===== src/rtl/ctl_regport_pkg.sv =====
// Package: shared sizes, frame layout and register defaults for the
// serial control register port. Assumes one byte per register.
package ctl_regport_pkg;

    localparam int FRAME_BITS = 16;
    localparam int ADDR_W     = 5;
    localparam int DATA_W     = 8;
    localparam int NREG       = 7;
    localparam logic [1:0] DEV_CODE = 2'b01;

    // Register indices, used by the field decode
    localparam int RIDX_PWR  = 0;
    localparam int RIDX_FMT  = 1;
    localparam int RIDX_FLT  = 2;
    localparam int RIDX_CLK  = 3;
    localparam int RIDX_ATTL = 4;
    localparam int RIDX_ATTR = 5;
    localparam int RIDX_RTE  = 6;

    // Decoded view of one received frame
    typedef struct packed {
        logic [1:0]        dev;
        logic              wr;
        logic [ADDR_W-1:0] addr;
        logic [DATA_W-1:0] data;
    } frame_t;

    // Power-on value of each register
    function automatic logic [DATA_W-1:0] reg_default(input int idx);
        case (idx)
            RIDX_FMT: reg_default = 8'h08;
            RIDX_FLT: reg_default = 8'h01;
            default:  reg_default = 8'h00;
        endcase
    endfunction

endpackage


===== src/rtl/ctl_bit_sync.sv =====
// Multi-bit synchronizer: each bit passes through STAGES flops on clk.
// Assumes the bits are slow, independent level signals. RST_VAL sets the
// value held while reset is low.
module ctl_bit_sync #(
    parameter int          WIDTH   = 4,
    parameter int          STAGES  = 2,
    parameter logic [WIDTH-1:0] RST_VAL = '0
) (
    input  logic             clk,
    input  logic             rst_n,
    input  logic [WIDTH-1:0] d_async,
    output logic [WIDTH-1:0] q_sync
);

    logic [WIDTH-1:0] stage_q [STAGES];

    genvar s;
    generate
        for (s = 0; s < STAGES; s++) begin : g_stage
            if (s == 0) begin : g_first
                // First stage captures the asynchronous pins
                always_ff @(posedge clk) begin
                    if (!rst_n) stage_q[s] <= RST_VAL;
                    else        stage_q[s] <= d_async;
                end
            end else begin : g_next
                // Later stages settle metastability
                always_ff @(posedge clk) begin
                    if (!rst_n) stage_q[s] <= RST_VAL;
                    else        stage_q[s] <= stage_q[s-1];
                end
            end
        end
    endgenerate

    assign q_sync = stage_q[STAGES-1];

endmodule


===== src/rtl/ctl_frame_rx.sv =====
// Frame receiver: detects rising serial-clock edges in the system clock
// domain, shifts in data MSB first, counts edges while selected and issues
// a one-cycle write strobe for a legal frame on its final edge.
// Assumes synchronized inputs and a serial clock several times slower than clk.
module ctl_frame_rx
    import ctl_regport_pkg::*;
#(
    parameter int FBITS = FRAME_BITS,
    parameter int NR    = NREG,
    localparam int CNT_W = $clog2(FBITS + 1)
) (
    input  logic              clk,
    input  logic              rst_n,
    input  logic              pdn_s,
    input  logic              cs_n_s,
    input  logic              sclk_s,
    input  logic              sdin_s,
    output logic [CNT_W-1:0]  bit_cnt,
    output logic              wr_en,
    output logic [ADDR_W-1:0] wr_addr,
    output logic [DATA_W-1:0] wr_data
);

    logic             sclk_q;
    logic             sclk_rise;
    logic [FBITS-2:0] shreg;
    frame_t           frame_now;
    logic             frame_ok;

    // Previous serial clock level for edge detection
    always_ff @(posedge clk) begin
        if (!rst_n) sclk_q <= 1'b0;
        else        sclk_q <= sclk_s;
    end

    assign sclk_rise = sclk_s & ~sclk_q;

    // Frame as it would read with the current bit appended
    assign frame_now = frame_t'({shreg, sdin_s});

    // Legality: right device, write direction, implemented register
    always_comb begin
        frame_ok = (frame_now.dev == DEV_CODE) && frame_now.wr &&
                   (frame_now.addr < ADDR_W'(NR));
    end

    // Shift, count and commit; power-down clears the frame in flight
    always_ff @(posedge clk) begin
        if (!rst_n || !pdn_s) begin
            bit_cnt <= '0;
            shreg   <= '0;
            wr_en   <= 1'b0;
            wr_addr <= '0;
            wr_data <= '0;
        end else begin
            wr_en <= 1'b0;
            if (cs_n_s) begin
                bit_cnt <= '0;
            end else if (sclk_rise && (bit_cnt < CNT_W'(FBITS))) begin
                shreg   <= {shreg[FBITS-3:0], sdin_s};
                bit_cnt <= bit_cnt + 1'b1;
                if (bit_cnt == CNT_W'(FBITS - 1)) begin
                    wr_en   <= frame_ok;
                    wr_addr <= frame_now.addr;
                    wr_data <= frame_now.data;
                end
            end
        end
    end

endmodule


===== src/rtl/ctl_reg_bank.sv =====
// Register bank: NR byte registers with per-register defaults, loaded by
// the write strobe and restored to defaults by reset or power-down.
// Assumes wr_addr is already checked to be in range when wr_en is high.
module ctl_reg_bank
    import ctl_regport_pkg::*;
#(
    parameter int NR = NREG
) (
    input  logic                 clk,
    input  logic                 rst_n,
    input  logic                 pdn_s,
    input  logic                 wr_en,
    input  logic [ADDR_W-1:0]    wr_addr,
    input  logic [DATA_W-1:0]    wr_data,
    output logic [NR*DATA_W-1:0] reg_flat
);

    genvar i;
    generate
        for (i = 0; i < NR; i++) begin : g_reg
            logic [DATA_W-1:0] val_q;

            // One register: default on reset or power-down, else load on hit
            always_ff @(posedge clk) begin
                if (!rst_n || !pdn_s)
                    val_q <= reg_default(i);
                else if (wr_en && (wr_addr == ADDR_W'(i)))
                    val_q <= wr_data;
            end

            assign reg_flat[i*DATA_W +: DATA_W] = val_q;
        end
    endgenerate

endmodule


===== src/rtl/ctl_serial_regport.sv =====
// Top: three-wire write-only control port with its register file and
// decoded control fields. Assumes clk runs at least four times sclk and
// that pdn_n, cs_n, sclk and sdin are asynchronous to clk.
module ctl_serial_regport
    import ctl_regport_pkg::*;
#(
    parameter int SYNC_STAGES = 2,
    localparam int CNT_W = $clog2(FRAME_BITS + 1)
) (
    input  logic       clk,
    input  logic       rst_n,
    input  logic       pdn_n,
    input  logic       cs_n,
    input  logic       sclk,
    input  logic       sdin,
    output logic       vref_pwr,
    output logic       dac_pwr,
    output logic       hp_pwr_l,
    output logic       hp_pwr_r,
    output logic       hp_unmute,
    output logic [1:0] osr_sel,
    output logic [2:0] fmt_sel,
    output logic       mono_mix,
    output logic       mclk_ac,
    output logic [1:0] deemph_sel,
    output logic [1:0] boost_sel,
    output logic       soft_mute,
    output logic       lr_inv,
    output logic       bclk_inv,
    output logic       att_link,
    output logic       att_slow,
    output logic [7:0] att_l,
    output logic [7:0] att_r,
    output logic       route_l,
    output logic       route_r
);

    logic                    pdn_s, cs_n_s, sclk_s, sdin_s;
    logic [CNT_W-1:0]        bit_cnt;
    logic                    wr_en;
    logic [ADDR_W-1:0]       wr_addr;
    logic [DATA_W-1:0]       wr_data;
    logic [NREG*DATA_W-1:0]  reg_flat;
    logic [DATA_W-1:0]       r_pwr, r_fmt, r_flt, r_clk, r_rte;

    ctl_bit_sync #(
        .WIDTH   (4),
        .STAGES  (SYNC_STAGES),
        .RST_VAL (4'b0100)
    ) u_sync (
        .clk     (clk),
        .rst_n   (rst_n),
        .d_async ({pdn_n, cs_n, sclk, sdin}),
        .q_sync  ({pdn_s, cs_n_s, sclk_s, sdin_s})
    );

    ctl_frame_rx #(
        .FBITS (FRAME_BITS),
        .NR    (NREG)
    ) u_rx (
        .clk     (clk),
        .rst_n   (rst_n),
        .pdn_s   (pdn_s),
        .cs_n_s  (cs_n_s),
        .sclk_s  (sclk_s),
        .sdin_s  (sdin_s),
        .bit_cnt (bit_cnt),
        .wr_en   (wr_en),
        .wr_addr (wr_addr),
        .wr_data (wr_data)
    );

    ctl_reg_bank #(
        .NR (NREG)
    ) u_bank (
        .clk      (clk),
        .rst_n    (rst_n),
        .pdn_s    (pdn_s),
        .wr_en    (wr_en),
        .wr_addr  (wr_addr),
        .wr_data  (wr_data),
        .reg_flat (reg_flat)
    );

    assign r_pwr = reg_flat[RIDX_PWR*DATA_W +: DATA_W];
    assign r_fmt = reg_flat[RIDX_FMT*DATA_W +: DATA_W];
    assign r_flt = reg_flat[RIDX_FLT*DATA_W +: DATA_W];
    assign r_clk = reg_flat[RIDX_CLK*DATA_W +: DATA_W];
    assign r_rte = reg_flat[RIDX_RTE*DATA_W +: DATA_W];

    // Field decode of the register image
    always_comb begin
        vref_pwr   = r_pwr[0];
        dac_pwr    = r_pwr[1];
        hp_pwr_l   = r_pwr[2];
        hp_pwr_r   = r_pwr[3];
        hp_unmute  = r_pwr[4];
        osr_sel    = r_fmt[1:0];
        fmt_sel    = r_fmt[4:2];
        mono_mix   = r_fmt[5];
        mclk_ac    = r_fmt[6];
        deemph_sel = r_flt[1:0];
        boost_sel  = r_flt[3:2];
        soft_mute  = r_flt[4];
        lr_inv     = r_clk[0];
        bclk_inv   = r_clk[1];
        att_link   = r_clk[2];
        att_slow   = r_clk[3];
        att_l      = reg_flat[RIDX_ATTL*DATA_W +: DATA_W];
        att_r      = reg_flat[RIDX_ATTR*DATA_W +: DATA_W];
        route_l    = r_rte[0];
        route_r    = r_rte[1];
    end

endmodule


===== config.mk =====
export PLATFORM = sky130hd
export DESIGN_NAME = ctl_serial_regport
export DESIGN_NICKNAME = d
export VERILOG_FILES = /design/src/rtl/ctl_regport_pkg.sv /design/src/rtl/ctl_bit_sync.sv /design/src/rtl/ctl_frame_rx.sv /design/src/rtl/ctl_reg_bank.sv /design/src/rtl/ctl_serial_regport.sv
export SDC_FILE = /design/constraint.sdc
export NUM_CORES = 1
export LEC_CHECK = 0
export ABC_AREA = 1
export CORE_ASPECT_RATIO = 1.75
export CORE_MARGIN = 2
export CORE_UTILIZATION = 35
export CTS_CLUSTER_DIAMETER = 80
export DETAILED_ROUTE_END_ITERATION = 7
export HOLD_SLACK_MARGIN = 0.1
export RECOVER_POWER = 100
export REMOVE_ABC_BUFFERS = 1
export SLEW_MARGIN = 25
export SYNTH_ARGS = -nofsm -noshare
export SYNTH_HDL_FRONTEND = slang
export SYNTH_HIERARCHICAL = 1
export SYNTH_SLANG_ARGS = --single-unit

===== constraint.sdc =====
create_clock -name clk -period 1.8 [get_ports clk]
set_clock_uncertainty 0.05 [all_clocks]
set_input_delay 0.36 -clock clk [delete_from_list [all_inputs] [get_ports clk]]
set_output_delay 0.36 -clock clk [all_outputs]
set_load 0.1 [all_outputs]

# == Word level (Yosys, flattened, before mapping) ==
# Memory sizes are Yosys's and may differ from the RTL's.
# Cells that the tools add are included.
# classes
n_addsub,1
magnitude_cmp,2
n_eq_ne,8
n_mux,4
n_bitwise,7
reduce_logical,18
# ops
cell,n
"5-bit by 3-bit equality test with 1-bit output, second input constant",3
"5-bit by 2-bit equality test with 1-bit output, second input constant",2
1-bit logical AND,10
4-bit two-way mux,2
"5-bit by 1-bit adder with 5-bit output, second input constant",1
"5-bit by 1-bit equality test with 1-bit output, second input constant",1
"5-bit by 4-bit equality test with 1-bit output, second input constant",1
5-bit zero test,1
"5-bit by 3-bit < comparator with 1-bit output, second input constant",1
"5-bit < comparator, second input constant",1
1-bit inverter,4
4-bit OR reduction,1
3-bit AND reduction,1
"2-bit by 1-bit equality test with 1-bit output, second input constant",1
1-bit zero test,2
1-bit two-way mux,2
1-bit OR,2
2-bit AND reduction,1
2-bit OR reduction,1
1-bit AND,1
1-bit logical OR,1
# word_totals
register_bits,74
ram_bits,8
inputBits,6
out_inout_bits,39
mem_count,1
# memory_table
memory,words,width,rd,rd_clocked_by_memory_dff,write_ports,line_no,rtl
u_sync.stage_q,2,4,2,0,2,ctl_bit_sync.sv:15,logic [WIDTH-1:0] stage_q [STAGES];

# == Logic depth before layout (Yosys ltp) ==
# Gate-level depths: netlist of run 1.
# logic_depth
word_depth,5
ltp_mapped,10
depth_no_buf,10

# == Modules after synthesis ==
# Netlist of run 1, hierarchy kept.
# modules_own_cells
module,instances,cells_each,area_per_inst_um2,seq_area_each_um2
ctl_reg_bank,1,419,2718.9,1121.1
ctl_frame_rx,1,218,1507.7,700.7
ctl_bit_sync,1,25,225.2,160.2

# == Least setup slack after synthesis of run 1 ==
# Ideal clock, no wire load.
# synth_path
kind,register to register
startpoint,register u_rx.bit_cnt[0]
endpoint,register u_rx.wr_addr[4]
setup_ps,113
t_arrival_ps,1296
required_time_ps,1637
slack_ps,341
stages_incl_launch_ff,11
period_less_slack_ps,1459
path_cell_list,dfxtp_1 -> ha_1 -> nand2_1 -> nor2_1 -> ha_1 -> nand2_1 -> nor2_4 -> buf_6 -> nand2_1 -> nand2_1 -> nor2_1
# synth_between
elab_chain_cells,3
# synth_rtl
item,line_no,rtl
start: declaration,ctl_frame_rx.sv:18,"output logic [CNT_W-1:0] bit_cnt,"
start signal: assignment,ctl_frame_rx.sv:61,bit_cnt <= bit_cnt + 1'b1;
5-bit < comparator,ctl_frame_rx.sv:59,end else if (sclk_rise && (bit_cnt < CNT_W'(FBITS))) begin
1-bit logical AND,ctl_frame_rx.sv:59,
3-bit AND reduction (no source line) *,n/a,
end signal: assignment,ctl_frame_rx.sv:64,wr_addr <= frame_now.addr;
end: declaration,ctl_frame_rx.sv:20,"output logic [ADDR_W-1:0] wr_addr,"
# Every way passes the cells marked *; elsewhere a longest branch is shown, timed or not.
# A chain may end at the register's enable or synchronous reset.

# == Worst setup path after layout of run 1 ==
# layout_path
startpoint,input port rst_n
endpoint,register u_bank.g_reg[4].val_q[7]
# layout_between
elab_chain_cells,2
# layout_rtl
item,line_no,rtl
start: declaration,ctl_serial_regport.sv:11,"input logic rst_n,"
1-bit zero test,ctl_reg_bank.sv:25,if (!rst_n || !pdn_s)
1-bit logical OR,ctl_reg_bank.sv:25,
end signal: assignment,ctl_reg_bank.sv:26,val_q <= reg_default(i);
end signal: assignment,ctl_reg_bank.sv:28,val_q <= wr_data;
end: declaration,ctl_reg_bank.sv:21,logic [DATA_W-1:0] val_q;
# No other way between the ends.

==> load_flow_metrics.sql, run 1 <==
INSERT INTO impl_metrics (metric_group, metric, value, unit) VALUES
('outcome', 'status', 'completed', ''),
('power', 'leakage', '1.82', 'nW'),
('layout', 'area_occupied_by_multi_input_gates', '1520', 'sq um'),
('setup_path', 'worst_setup_path_end_kind', 'register', ''),
('die', 'initial_core_util', '0.354', ''),
('die', 'die_area', '11600', 'sq um'),
('layout', 'area_growth_syn_to_layout', '16.8', '%'),
('detailed_routing', 'first_iteration_detailed_routing_drc_count', '138', ''),
('timing', 'finalWorstSetupSlack', '126', 'ps'),
('setup_path', 'rr_endpoint', 'u_rx/wr_addr[0]', ''),
('setup_path', 'timing.critical_path.from_type', 'primary input', ''),
('layout', 'number_of_diodes_added_for_antenna_fixing', '0', ''),
('clock_tree', 'clock_sinks', '82', ''),
('clock_tree', 'clkTransAtPathRegs', '60', 'ps'),
('yosys', 'synthCells', '550', ''),
('layout', 'layout.core_utilization', '0.413', ''),
('timing', 'relSlewSlack', '0.516', ''),
('setup_path', 'worstPathArrival', '1900', 'ps'),
('power', 'peakVddDrop', '0.487', 'mV'),
('die', 'rows', '50', ''),
('timing', 'rsz0062_at_grt', 'false', ''),
('detailed_routing', 'routed-via-count', '3028', ''),
('placed_design', 'gpl.final_weighted_congestion', '0.778', ''),
('die', 'die_width', '82.2', 'um'),
('clock_tree', 'cts.hold.buffers_added', '0', ''),
('timing', 'timing.final.crit_share', '0.930', ''),
('hold_path', 'hold_depth', '2', ''),
('timing', 'hold_violations', '0', ''),
('detailed_routing', 'firstDrtPassIters', '4', ''),
('clock_tree', 'clk_latency', '330', 'ps'),
('global_routing', 'grt.total_usage', '0.135', ''),
('hold_path', 'hold_path_class', 'register to register', ''),
('timing', 'fin_tns_setup', '0', 'ps'),
('detailed_routing', 'dr_drc_count', '0', ''),
('global_routing', 'grt_overflow', '0', ''),
('yosys', 'synth_warnings', '6', ''),
('setup_path', 'crit_required', '2020', 'ps'),
('setup_path', 'worst_path_largest_cell_delay', '560', 'ps'),
('clock_tree', 'cts_buffers', '9', ''),
('timing', 'timing.final.crit_period', '1670', 'ps'),
('timing', 'final-setup-viol-count', '0', ''),
('hold_path', 'timing.hold.worst.start', 'u_sync/stage_q[0][2]', ''),
('setup_path', 'worstPathCellList', 'dlygate4sd3_1, nand2_1, inv_1, clkbuf_2, nand2_1, nor2_1', ''),
('layout', 'design_area', '4370', 'sq um'),
('setup_path', 'worst_path_most_repeated_cell', 'sky130_fd_sc_hd__nand2_1', ''),
('setup_path', 'buf_inv_stages_crit_path', '3', ''),
('global_routing', 'grt_pass1_vias', '2769', ''),
('layout', 'fraction_of_final_layout_cells_sized_beyond_drive_strength_1', '0.152', ''),
('detailed_routing', 'avgRoutedWirePerCell', '10.0', 'um'),
('setup_path', 'rrSetupSlack', '190', 'ps'),
('setup_path', 'worstReg2RegStart', 'u_rx/bit_cnt[0]', ''),
('die', 'die_height', '141', 'um'),
('yosys', 'avgSynthCellArea', '6.80', 'sq um'),
('yosys', 'syn-cell-area', '3740', 'sq um'),
('layout', 'number_of_nets_in_the_layout', '597', ''),
('clock_tree', 'postCtsResizedCells', '0', ''),
('die', 'fp.coreArea', '10600', 'sq um'),
('hold_path', 'min_to', 'u_sync/stage_q[1][2]', ''),
('die', 'io_pins', '45', ''),
('clock_tree', 'cts_setup_buffers', '0', ''),
('setup_path', 'criticalPathCategory', 'primary input to register', ''),
('placed_design', 'post-dp-hpwl', '5360', 'um'),
('clock_tree', 'ctsHtreeMaxLevel', '3', ''),
('placed_design', 'post_placement_worst_setup_slack', '136', 'ps'),
('placed_design', 'dpl-instance-area', '4650', 'sq um'),
('global_routing', 'grt_pass1_wl', '12100', 'um'),
('timing', 'worstMarginPinSlew', '725', 'ps'),
('global_routing', 'pin_count_of_the_biggest_net_entering_global_routing', '40', ''),
('clock_tree', 'tritoncts', 'built', ''),
('clock_tree', 'master_cell_of_the_clock_root_buffer', 'sky130_fd_sc_hd__clkbuf_16', ''),
('setup_path', 'critical_path.slowest_cell', 'sky130_fd_sc_hd__dlygate4sd3_1', '');
-- registers in the layout (all words and copies together), names as in the netlist --
signal,cells
u_rx/wr_addr,5
u_rx/bit_cnt,5
u_sync/stage_q,8
u_rx/wr_data,8
u_rx/shreg,15
u_bank/g.val_q,39
u_rx/wr_en,1
u_rx/sclk_q,1
-- layout make-up --
class                      count  area share
multi-input combinational    332       0.347
tap                          130      0.0372
inverter                     115      0.0987
timing repair buffer          49      0.0655
clock buffer                  12      0.0587
sequential                    82       0.376
clock inverter                 4      0.0169
-- metal layers --
layer	routed length, um	GRT usage
met5	0	0
met4	265	0.0754
met3	272	0.0327
met2	3880	0.242
met1	2820	0.138
-- cell usage in the layout, fill, tap and decap left out, drive strengths merged --
master and instances:
nand2 159, nor2 119, inv 115, dfxtp 82, clkbuf 54, nand3 44, clkdlybuf4s50 4, a21oi 3
bufinv 2, clkinv 2, buf 2, nor3 2, ha 2, dlygate4sd3 1, xor2 1, nand4 1
o21a 1
-- worst max-delay path by stage --
stage | slack, ps | end | cells past startpoint | startpoint
after global routing | 6 | u_bank/g_reg[4].val_q[7] | 6 | rst_n
after global placement | 170 | u_rx/wr_en | 5 | rst_n
after CTS | 130 | u_rx/wr_addr[0] | 10 | u_rx/bit_cnt[0]
after floorplan | 240 | u_rx/wr_addr[1] | 9 | u_rx/bit_cnt[0]
after detailed placement | 140 | u_rx/wr_addr[0] | 10 | u_rx/bit_cnt[0]
final | 130 | u_bank/g_reg[4].val_q[7] | 6 | rst_n
-- through the flow --
step	hold slack [ps]	instances	total power, mW
final	353	724	3.87
after global routing	374	724	4.02
after CTS	358	724	3.94
after detailed placement	344	708	1.94
after global placement	334	708	1.93
after floorplan	330	529	1.91
-- worst reg2reg max path, cell delays in order (launching register included) --
cell                      delay, ps
sky130_fd_sc_hd__dfxtp_2        360
sky130_fd_sc_hd__ha_2           200
sky130_fd_sc_hd__nand2_1         60
sky130_fd_sc_hd__nor2_1         120
sky130_fd_sc_hd__ha_1           180
sky130_fd_sc_hd__nand2_1        100
sky130_fd_sc_hd__nor2_4         140
sky130_fd_sc_hd__buf_12         150
sky130_fd_sc_hd__nand2_1         70
sky130_fd_sc_hd__nand2_1         50
sky130_fd_sc_hd__nor2_1          40
-- power by group --
part           internal [mW]  switching [mW]  leakage (nW)  total [mW]
sequential              1.82         0.00480         0.663        1.83
clock                   1.29           0.691         0.163        1.98
combinational         0.0244          0.0377         0.993      0.0622
total                   3.14           0.734          1.82        3.87
No activity file was read; power rests on OpenSTA's default activity.
==> inputs of run 2 (changes only) <==
Settings changed: CTS_CLUSTER_DIAMETER 80 to 100.
==> results of run 2 <==
No change in the layout: final DEF, timing and power equal those of run 1.
==> inputs of run 3 (changes only) <==
Settings changed: CAP_MARGIN from default to 0.
==> results of run 3 <==
No change in the layout: final DEF, timing and power equal those of run 1.
